File: src/rtl/trace_pkg.sv
package trace_pkg;
  localparam int STAT_W = 4;
  localparam int DATA_W = 4;

  // Start codes: 4'hC, 4'hD, 4'hF (top two bits set, bit1 implies bit0)
  function automatic logic is_boot_code(input logic [STAT_W-1:0] c);
    return c[3] & c[2] & (~c[1] | c[0]);
  endfunction

  function automatic logic all_set(input logic [STAT_W-1:0] v);
    return &v;
  endfunction

  // Code shown on the status bus: all ones while halted
  function automatic logic [STAT_W-1:0] shown_code(input logic halted,
                                                    input logic [STAT_W-1:0] raw);
    return halted ? {STAT_W{1'b1}} : raw;
  endfunction
endpackage

File: src/rtl/brk_edge_sync.sv
module brk_edge_sync #(
  parameter int STAGES = 2
) (
  input  logic clk,
  input  logic rst_n,
  input  logic async_i,
  output logic rise_o
);
  localparam int LAST = STAGES - 1;

  logic [STAGES-1:0] chain;
  logic              prev;

  always_ff @(posedge clk or negedge rst_n) begin
    if (!rst_n) begin
      chain <= '0;
      prev  <= 1'b0;
    end else begin
      chain <= {chain[STAGES-2:0], async_i};
      prev  <= chain[LAST];
    end
  end

  assign rise_o = chain[LAST] & ~prev;
endmodule

File: src/rtl/brk_arbiter.sv
module brk_arbiter (
  input  logic clk,
  input  logic rst_n,
  input  logic rise_i,
  input  logic irq_mode_i,
  input  logic insn_done_i,
  input  logic resume_i,
  output logic pend_o,
  output logic halted_o,
  output logic irq_o
);
  always_ff @(posedge clk or negedge rst_n) begin
    if (!rst_n) begin
      pend_o   <= 1'b0;
      halted_o <= 1'b0;
      irq_o    <= 1'b0;
    end else begin
      irq_o <= rise_i & irq_mode_i;
      if (resume_i) begin
        halted_o <= 1'b0;
        pend_o   <= 1'b0;
      end else if (pend_o && insn_done_i) begin
        halted_o <= 1'b1;
        pend_o   <= 1'b0;
      end else if (rise_i && !irq_mode_i && !halted_o) begin
        pend_o <= 1'b1;
      end
    end
  end
endmodule

File: src/rtl/trace_phase_gen.sv
module trace_phase_gen (
  input  logic clk,
  input  logic rst_n,
  input  logic start_i,
  input  logic quiesce_i,
  output logic running_o,
  output logic sclk_o,
  output logic upd_o
);
  always_ff @(posedge clk or negedge rst_n) begin
    if (!rst_n) begin
      running_o <= 1'b0;
      sclk_o    <= 1'b0;
    end else begin
      if (start_i) running_o <= 1'b1;
      if (running_o && !quiesce_i) sclk_o <= ~sclk_o;
    end
  end

  // Buses load on the edge where the sample clock falls
  assign upd_o = running_o & ~quiesce_i & sclk_o;
endmodule

File: src/rtl/trace_pin_reg.sv
module trace_pin_reg #(
  parameter int W = 4
) (
  input  logic         clk,
  input  logic         rst_n,
  input  logic         load_i,
  input  logic [W-1:0] d_i,
  output logic [W-1:0] q_o
);
  always_ff @(posedge clk or negedge rst_n) begin
    if (!rst_n)      q_o <= '0;
    else if (load_i) q_o <= d_i;
  end
endmodule

File: src/rtl/core_status_trace.sv
module core_status_trace
  import trace_pkg::*;
#(
  parameter int SYNC_STAGES = 2
) (
  input  logic              clk,
  input  logic              rst_n,
  input  logic [STAT_W-1:0] core_status_i,
  input  logic [DATA_W-1:0] core_data_i,
  input  logic              insn_done_i,
  input  logic              brk_i,
  input  logic              brk_irq_mode_i,
  input  logic              quiesce_i,
  input  logic              in_reset_exc_i,
  input  logic              resume_i,
  output logic              halt_o,
  output logic              dbg_irq_o,
  output logic [STAT_W-1:0] stat_o,
  output logic [DATA_W-1:0] ddat_o,
  output logic              sclk_o,
  output logic              allst_o
);
  // Named internal events
  logic brk_rise;
  logic halt_pend;
  logic trace_run;
  logic trace_upd;
  logic boot_hit;
  logic pin_load;
  logic [STAT_W-1:0] stat_next;

  brk_edge_sync #(.STAGES(SYNC_STAGES)) u_sync (
    .clk(clk), .rst_n(rst_n), .async_i(brk_i), .rise_o(brk_rise)
  );

  brk_arbiter u_arb (
    .clk(clk), .rst_n(rst_n), .rise_i(brk_rise), .irq_mode_i(brk_irq_mode_i),
    .insn_done_i(insn_done_i), .resume_i(resume_i),
    .pend_o(halt_pend), .halted_o(halt_o), .irq_o(dbg_irq_o)
  );

  assign boot_hit = ~trace_run & in_reset_exc_i & is_boot_code(core_status_i);

  trace_phase_gen u_phase (
    .clk(clk), .rst_n(rst_n), .start_i(boot_hit), .quiesce_i(quiesce_i),
    .running_o(trace_run), .sclk_o(sclk_o), .upd_o(trace_upd)
  );

  assign pin_load  = boot_hit | trace_upd;
  assign stat_next = shown_code(halt_o, core_status_i);

  trace_pin_reg #(.W(STAT_W)) u_stat (
    .clk(clk), .rst_n(rst_n), .load_i(pin_load), .d_i(stat_next), .q_o(stat_o)
  );

  trace_pin_reg #(.W(DATA_W)) u_data (
    .clk(clk), .rst_n(rst_n), .load_i(pin_load), .d_i(core_data_i), .q_o(ddat_o)
  );

  assign allst_o = all_set(stat_o);
endmodule

File: config.mk
export PLATFORM = sky130hd
export DESIGN_NAME = core_status_trace
export DESIGN_NICKNAME = d
export VERILOG_FILES = /design/src/rtl/trace_pkg.sv /design/src/rtl/brk_edge_sync.sv /design/src/rtl/brk_arbiter.sv /design/src/rtl/trace_phase_gen.sv /design/src/rtl/trace_pin_reg.sv /design/src/rtl/core_status_trace.sv
export SDC_FILE = /design/constraint.sdc
export NUM_CORES = 1
export LEC_CHECK = 0
export ABC_CLOCK_PERIOD_IN_PS = 1390
export BUFFER_PORTS_ARGS = -buffer_cell sky130_fd_sc_hd__buf_2
export CAP_MARGIN = 0
export CELL_PAD_IN_SITES_DETAIL_PLACEMENT = 0
export CELL_PAD_IN_SITES_GLOBAL_PLACEMENT = 2
export CORE_ASPECT_RATIO = 0.7
export CORE_MARGIN = 3
export CORE_UTILIZATION = 27
export DETAILED_ROUTE_END_ITERATION = 8
export GPL_ROUTABILITY_DRIVEN = 0
export MAX_ROUTING_LAYER = met4
export PLACE_DENSITY_LB_ADDON = 0.1
export SYNTH_ARGS = -nofsm -noshare
export SYNTH_HDL_FRONTEND = slang
export SYNTH_SLANG_ARGS = --single-unit
File: constraint.sdc
create_clock -name clk -period 1.39 [get_ports clk]
set_input_delay 0.278 -clock clk [delete_from_list [all_inputs] [get_ports clk]]
set_output_delay 0.278 -clock clk [all_outputs]
set_load 0.01 [all_outputs]
# Yosys cells after proc, flatten, opt, wreduce, memory -nomap -nowiden

Cells that the tools add are included.

Flip-flop bits (word level): 16
Latch bits: 0
Bits in writable memories: 0
Memory bits (read-only): 0
Input port bits: 16
Output and inout port bits: 12
Logic and storage cells: 40
Memories: 0

Add/sub/neg operators: 0
$mul: 0
Divide/modulo/power cells: 0
Magnitude comparators: 0
Eq/ne operators: 0
Shift-type cells: 0
Mux-type cells: 6
Bitwise gates (word level): 15
Reduce and logical (&&, ||, !) cells: 10

Operators by type and width:

| operator            | number |
|---|---|
| 1-bit bitwise AND   | 8 |
| 1-bit 2-to-1 mux    | 5 |
| 1-bit inverter      | 5 |
| 1-bit logical AND   | 4 |
| 4-bit 2-to-1 mux    | 1 |
| 4-bit AND reduction | 1 |
| 1-bit logical NOT   | 3 |
| 3-bit nonzero test  | 1 |
| 1-bit OR            | 2 |
| 2-bit nonzero test  | 1 |

# Logic depth before layout (Yosys ltp)

Gate-level depths: netlist (run 1).

Word-level depth: 7
Depth in mapped cells: 3

# Modules after synthesis

Synthesis (run 1) repeated with hierarchy kept, for this count alone.

Cells, all modules: 45
Area total of the unflattened synthesis: 645.6 µm²

Modules (own cells, without submodules):

| module            | times used | cells each | area an instance (µm²) | sequential area each (µm²) |
|---|---|---|---|---|
| trace_pin_reg     | 2          | 8          | 145.1                  | 100.1 |
| brk_arbiter       | 1          | 9          | 112.6                  | 75.1 |
| trace_phase_gen   | 1          | 7          | 93.8                   | 50.0 |
| brk_edge_sync     | 1          | 4          | 88.8                   | 75.1 |
| core_status_trace | 1          | 9          | 60.1                   | 0.0 |

# Worst setup path after synthesis (run 1)

Ideal clock, no wire load.

Path type: register -> register
From: register u_phase.sclk_o
To: register u_data.q_o[0]
Arrival time: 1.168 ns
Slack: 0.097 ns
Cell stages (with the launch flop): 4
Buffers on the path: 0
Cells stage by stage: dfrtp_1 > and3b_1 > a21o_4 > mux2_4

Cells in the longest elaborated chain, start to end: 2

RTL lines:

| item                   | RTL line                | source |
|---|---|---|
| from (decl)            | trace_phase_gen.sv:7    | `output logic sclk_o,` |
| from (signal assigned) | trace_phase_gen.sv:16   | `if (running_o && !quiesce_i) sclk_o <= ~sclk_o;` |
| 1-bit bitwise AND      | trace_phase_gen.sv:21   | `assign upd_o = running_o & ~quiesce_i & sclk_o;` |
| 1-bit OR               | core_status_trace.sv:49 | `assign pin_load = boot_hit \| trace_upd;` |
| to (signal assigned)   | trace_pin_reg.sv:12     | `else if (load_i) q_o <= d_i;` |
| to (decl)              | trace_pin_reg.sv:8      | `output logic [W-1:0] q_o` |

Every way passes these cells.
A chain may end at the register's enable or synchronous reset.

# Worst setup path after layout (run 1)

From: register u_phase.running_o
To: register u_data.q_o[2]

Cells in the longest elaborated chain, start to end: 4
Elaborated cells on any way between the ends: 6
Classes of those cells: bitwise: 6

RTL lines:

| item                           | RTL line                | source |
|---|---|---|
| from (decl)                    | trace_phase_gen.sv:6    | `output logic running_o,` |
| from (signal assigned)         | trace_phase_gen.sv:12   | `running_o <= 1'b0;` |
| from (signal assigned)         | trace_phase_gen.sv:15   | `if (start_i) running_o <= 1'b1;` |
| 1-bit inverter                 | core_status_trace.sv:42 | `assign boot_hit = ~trace_run & in_reset_exc_i & is_boot_code(core_status_i);` |
| 1-bit bitwise AND (2 in a row) | core_status_trace.sv:42 |  |
| 1-bit OR *                     | core_status_trace.sv:49 |  |

Mark *: on every way between the ends. The rest lies on a longest branch, timed or not.

==> results of run 1 <==
## per-layer routing
metal	vias up	track usage
met2	22	0.1455
met3	2	0.04785
met5	-	-
li1	248	-
met1	234	0.1267
met4	0	0.03782
## layout make-up
type                       instances  share of cell area
inverter                           1            0.004121
tap                               32             0.04396
multi-input combinational         32              0.2637
sequential                        16              0.4396
clock buffer                       4             0.03984
timing repair buffer              34              0.2088
## sequential cells by signal, summed over array words and instances (netlist names)
name,cells
u_data.q_o,4
u_phase.sclk_o,1
u_arb.halted_o,1
u_phase.running_o,1
u_arb.pend_o,1
u_sync.chain,2
u_arb.irq_o,1
u_stat.q_o,4
u_sync.prev,1
## worst reg2reg max path: stages (launching register included)
cell and delay (ns):
dfrtp_1 0.41, and4b_4 0.35, a21o_4 0.17, mux2_4 0.30
## layout by cell type (no fill, tap or decap), types with 2 or more instances in the layout
cell type and instances:
dfrtp_1 16, nor2_1 7, a21oi_1 4, buf_2 27
clkbuf_4 3, mux2_4 4, buf_4 6, nor3_1 2
nand2b_1 4
## kinds of logic (layout without fill, tap and decap cells)
group           after synthesis  in the layout  synth area share
flops                        16             16            0.6214
mux                           4              4           0.09321
simple gates                 20             20            0.1845
compound gates                7              7           0.08155
xor+xnor                      1              1           0.01359
buf+inv                       1             39          0.005820
## path summary, 6_finish.rpt
check,from,end,slack [ns]
worst max-delay path,u_phase.running_o$_DFFE_PN0P_,u_data.q_o[2]$_DFFE_PN0P_,0.06
worst min-delay path,brk_i,u_sync.chain[0]$_DFF_PN0_,0.10
worst max register to register,u_phase.running_o$_DFFE_PN0P_,u_data.q_o[2]$_DFFE_PN0P_,0.06
worst min register to register,u_sync.chain[0]$_DFF_PN0_,u_sync.chain[1]$_DFF_PN0_,0.36
max in group asynchronous,rst_n,u_data.q_o[3]$_DFFE_PN0P_,0.70
min in group asynchronous,rst_n,u_arb.pend_o$_DFFE_PN0P_,0.43
## power breakdown
group / internal (mW) / total (mW) / switching, mW
Sequential: 0.609 / 0.696 / 0.0871
Clock: 0.159 / 0.296 / 0.137
Combinational: 0.346 / 0.608 / 0.262
## metrics by stage
stage          cells  instance area (um2)  hold WS [ns]  total power [mW]  utilization
6_report         119                910.9        0.1029             1.600       0.4127
3_3_place_gp     111                842.1        0.2112             1.301       0.3815
3_5_place_dp     111                842.1        0.2198             1.304       0.3815
4_1_cts          116                888.4       0.08572             1.618       0.4025
5_1_grt          119                910.9       0.07575             1.719       0.4127
2_1_floorplan     49                644.4      -0.01759             1.034            -
## timing repair
action / 4_1_cts / 5_1_grt
hold endpoints to repair: 16 / 0
endpoints found under the setup margin: 0 / 4
hold buffers: 1 / 0
resized for setup: 0 / 0
buffers inserted: 0 / 3
==> results.sh, run 1 <==
export IMPL_drt_total_wl_um=1374
export IMPL_ys_ff_latch=16
export IMPL_highest_layer="met4"
export IMPL_ys_top_cells_by_count="16 x dfrtp_1, 7 x nor2_1, 4 x a21oi_1, 4 x mux2_4, 4 x nand2b_1"
export IMPL_skew_ns=0.005637
export IMPL_final_seq_area_um2=400.4
export IMPL_multi_input_area_um2=240.2
export IMPL_crit_type="reg -> reg"
export IMPL_worst_setup_hold_path_clk_slew_ns=0.08
export IMPL_startpoint_type="flip-flop"
export IMPL_fin_nets=104
export IMPL_num_io_pins=28
export IMPL_hold_depth=1
export IMPL_rsz0062_at_grt="no"
export IMPL_num_fill_cells=237
export IMPL_grt_usage=0.1020
export IMPL_synth_top_cell_by_area="dfrtp_1"
export IMPL_grt_pass1_wl_um=2139
export IMPL_syn_inst=49
export IMPL_antenna_found_initial=0
export IMPL_drc=0
export IMPL_wire_per_inst_um=11.55
export IMPL_drt_iter0_drc=8
export IMPL_report_final_setup_viol=0
export IMPL_p_leak_nw=0.4522
export IMPL_critPathMaxStageDelay_ns=0.41
export IMPL_drt_first_pass_iters=3
export IMPL_timing_final_hold_violations=0
export IMPL_yosys_warnings=0
export IMPL_clockBufferDepth=2
export IMPL_die_area_um2=3018
export IMPL_clock_latency_ns=0.28
export IMPL_drive_gt1_frac=0.4943
export IMPL_tightestPinTransition_ns=0.3515
export IMPL_synth_async_reset_ratio=1.000
export IMPL_drv_cap=0
export IMPL_num_vias=506
export IMPL_dr_wl_met3_um=133
export IMPL_first_global_vias=457
export IMPL_cts_max_level=1
export IMPL_clock_sinks=16
export IMPL_cp_data_required_time_ns=1.56
export IMPL_cp_max_fo=5
export IMPL_setup_tns_ns=0
export IMPL_crit_cells=3
export IMPL_crit_family="flip-flops"
export IMPL_synth_cell_types=18
export IMPL_core_um2=2207
export IMPL_viasPerCell=4.252
export IMPL_wl_met1_um=666
export IMPL_grt_start_max_net_pins=17
export IMPL_clock_tree_root_cell="clkbuf_4"
export IMPL_ant_nets=0
export IMPL_end_kind="flip-flop"
export IMPL_synth_top_area_share=0.6214
export IMPL_ir_drop_mv=0.6924
export IMPL_cts_inserted_buffers=3
export IMPL_dpl_hpwl_um=1121
export IMPL_crit_chain="and4b_4 > a21o_4 > mux2_4"
export IMPL_area_growth_syn_to_layout_pct=41.36
export IMPL_min_period_over_period=0.9580
export IMPL_synth_area_leaders="dfrtp_1 62%, mux2_4 9.3%, nor2_1 4.1%"
export IMPL_cts_tree="built"
export IMPL_outcome="completed"
export IMPL_maxSlewViolCount=0
export IMPL_syn_num_nets=65
export IMPL_critPathArrivalTime_ns=1.50
export IMPL_holdCritPathClass="in -> reg"
export IMPL_synth_ff_type="dfrtp_1"
export IMPL_wl_met2_um=556
export IMPL_syn_avg_cell_area_um2=13.15
export IMPL_die_h_um=46.87
export IMPL_rows=14
export IMPL_r2r_cells=3
export IMPL_synth_edf_count=0
export IMPL_crit_path_top_delay_cell="dfrtp_1"
export IMPL_portBuffers=27
export IMPL_layout_min_cycle_time_ns=1.332
export IMPL_start_util=0.2920
export IMPL_fmax_ghz=0.7510
export IMPL_syn_area_um2=644.4
export IMPL_dp_slack_ns=0.03180
export IMPL_cp_num_buf_inv=0
export IMPL_yosysSeqAreaShare=0.6214
export IMPL_dieWidth_um=64.39
export IMPL_relSlewSlack=0.7657
export IMPL_setup_slack_ns=0.05837
export IMPL_yosysMostFrequentCell="dfrtp_1"
export IMPL_diodes=0
export IMPL_p_per_area_nw_per_um2=1756
export IMPL_overflow=0
No activity file was read; power rests on OpenSTA's default activity.
==> run 2, diff against run 1 <==
--- a/config.mk
+++ b/config.mk
@@ -12,7 +12,7 @@
 export CELL_PAD_IN_SITES_GLOBAL_PLACEMENT = 2
 export CORE_ASPECT_RATIO = 0.7
 export CORE_MARGIN = 3
-export CORE_UTILIZATION = 27
+export CORE_UTILIZATION = 25
 export DETAILED_ROUTE_END_ITERATION = 8
 export GPL_ROUTABILITY_DRIVEN = 0
 export MAX_ROUTING_LAYER = met4
==> run 2 against run 1 <==
First-iteration DRC count grew 38%. Total power is 6.2% higher. Maximum frequency shrank 0.72%. Count of clock-buffer cells in the layout unchanged. Via count up 0.40%. Die area up 7.1%. Design area shrank 0.41%. Non-clock buffer count down 3. Global-route usage shrank 0.33 points. Sequential share of layout area increased by 0.18 points. Register-to-register slack barely moved. Final cell count shrank 2.5%. Largest cell class unchanged.
==> results.sh, run 2 (synthesis results as in run 1) <==
export IMPL_min_period_over_period=0.9649
export IMPL_startpoint_type="flip-flop"
export IMPL_cts_resized=0
export IMPL_die_area_um2=3232
export IMPL_cp_max_fo=6
export IMPL_p_per_area_nw_per_um2=1873
export IMPL_end_kind="flip-flop"
export IMPL_final_cells=116
export IMPL_grt_usage=0.09872
export IMPL_drive_gt1_frac=0.4762
export IMPL_worst_setup_hold_path_clk_slew_ns=0.06
export IMPL_final_common_cell="buf_2"
export IMPL_postCtsSetupBuffers=0
export IMPL_cts_tree="built"
export IMPL_critPathMaxStageDelay_ns=0.40
export IMPL_cp_data_required_time_ns=1.52
export IMPL_start_util=0.2808
export IMPL_rows=14
export IMPL_critPathArrivalTime_ns=1.47
export IMPL_skew_ns=0.002314
export IMPL_top_regs="u_data.q_o (4), u_stat.q_o (4), u_sync.chain (2)"
export IMPL_dp_cells=111
export IMPL_crit_path_top_delay_cell="dfrtp_1"
export IMPL_die_h_um=48.48
export IMPL_clock_latency_ns=0.24
export IMPL_overflow=0
export IMPL_outcome="completed"
export IMPL_timing_final_hold_violations=0
export IMPL_setup_tns_ns=0
export IMPL_ant_nets=0
export IMPL_dp_slack_ns=0.04684
export IMPL_report_final_setup_viol=0
export IMPL_dpl_hpwl_um=1152
export IMPL_clockBufferDepth=2
export IMPL_viasPerCell=4.379
export IMPL_crit_chain="and4b_4 > a21o_4 > mux2_4"
export IMPL_ir_drop_mv=0.7997
export IMPL_drt_total_wl_um=1421
export IMPL_portBuffers=27
export IMPL_wire_per_inst_um=12.25
export IMPL_cts_max_level=1
export IMPL_cts_inserted_buffers=3
export IMPL_clock_tree_root_cell="clkbuf_8"
export IMPL_fin_nets=101
export IMPL_final_cell_mix="27 x buf_2, 16 x dfrtp_1, 7 x nor2_1"
export IMPL_drt_first_pass_iters=4
export IMPL_tightestPinTransition_ns=0.3575
export IMPL_cp_num_buf_inv=0
export IMPL_first_global_vias=479
export IMPL_antenna_found_initial=0
export IMPL_area_growth_syn_to_layout_pct=40.78
export IMPL_diodes=0
export IMPL_drc=0
export IMPL_dieWidth_um=66.68
export IMPL_fmax_ghz=0.7456
export IMPL_holdCritPathClass="in -> reg"
export IMPL_drt_iter0_drc=11
export IMPL_p_leak_nw=0.4451
export IMPL_maxSlewViolCount=0
export IMPL_clock_sinks=16
export IMPL_layout_min_cycle_time_ns=1.341
export IMPL_postCtsHoldBufs=1
export IMPL_drv_cap=0
export IMPL_num_vias=508
export IMPL_core_um2=2295
export IMPL_crit_family="flip-flops"
export IMPL_grt_pass1_wl_um=2297
export IMPL_grt_start_max_net_pins=17
export IMPL_crit_type="reg -> reg"
export IMPL_total_power_mw=1.699
export IMPL_num_io_pins=28
export IMPL_relSlewSlack=0.7617
export IMPL_setup_slack_ns=0.04872
export IMPL_rsz0062_at_grt="no"
## run 2: changes by cell type in the layout (fill, tap and decap cells not counted), sizes merged
| cell | delta |
|---|---|
| buf | -3 |
## run 2: final timing paths
| check | slack (ns) | end | start | depth (start not counted) |
|---|---|---|---|---|
| worst max register to register | 0.05 | u_data.q_o[0]$_DFFE_PN0P_ | u_phase.running_o$_DFFE_PN0P_ | 3 |
| worst min register to register | 0.36 | u_sync.chain[1]$_DFF_PN0_ | u_sync.chain[0]$_DFF_PN0_ | 0 |
| worst max-delay path | 0.05 | u_data.q_o[0]$_DFFE_PN0P_ | u_phase.running_o$_DFFE_PN0P_ | 3 |
| max in group asynchronous | 0.66 | u_arb.halted_o$_DFFE_PN0N_ | rst_n | 2 |
| worst min-delay path | 0.13 | u_sync.chain[0]$_DFF_PN0_ | brk_i | 1 |
| min in group asynchronous | 0.48 | u_sync.chain[0]$_DFF_PN0_ | rst_n | 2 |
## run 2: per-stage QoR
step           hold WS, ns    util  area (um2)
3_5_place_dp        0.2165  0.3670       842.1
3_3_place_gp        0.2124  0.3670       842.1
2_1_floorplan     -0.01759       -       644.4
4_1_cts             0.1263  0.3953       907.1
5_1_grt             0.1207  0.3953       907.1
6_report            0.1340  0.3953       907.1
## run 2: routing by layer
| layer | up-vias | part of all wire | routed length (um) | global-route usage |
|---|---|---|---|---|
| met4 | 0 | 0 | 0 | 0.01014 |
| met3 | 0 | 0.10 | 146 | 0.05787 |
| met1 | 242 | 0.49 | 701 | 0.1420 |
| li1 | 242 | - | - | - |
| met5 | - | 0 | 0 | - |
| met2 | 24 | 0.40 | 573 | 0.1217 |
## run 2: area by class of cell
cell class,instances,area [um2]
clock buffers,4,55.05
inverters,1,3.754
fillers,250,1388
repair buffers,31,167.7
flip-flops and latches,16,400.4
well taps,32,40.04
multi-input cells,32,240.2
## run 2: report_power, final
part	switching (mW)	internal, mW
registers	0.0894	0.610
logic	0.267	0.328
clock network	0.154	0.251
total	0.510	1.19
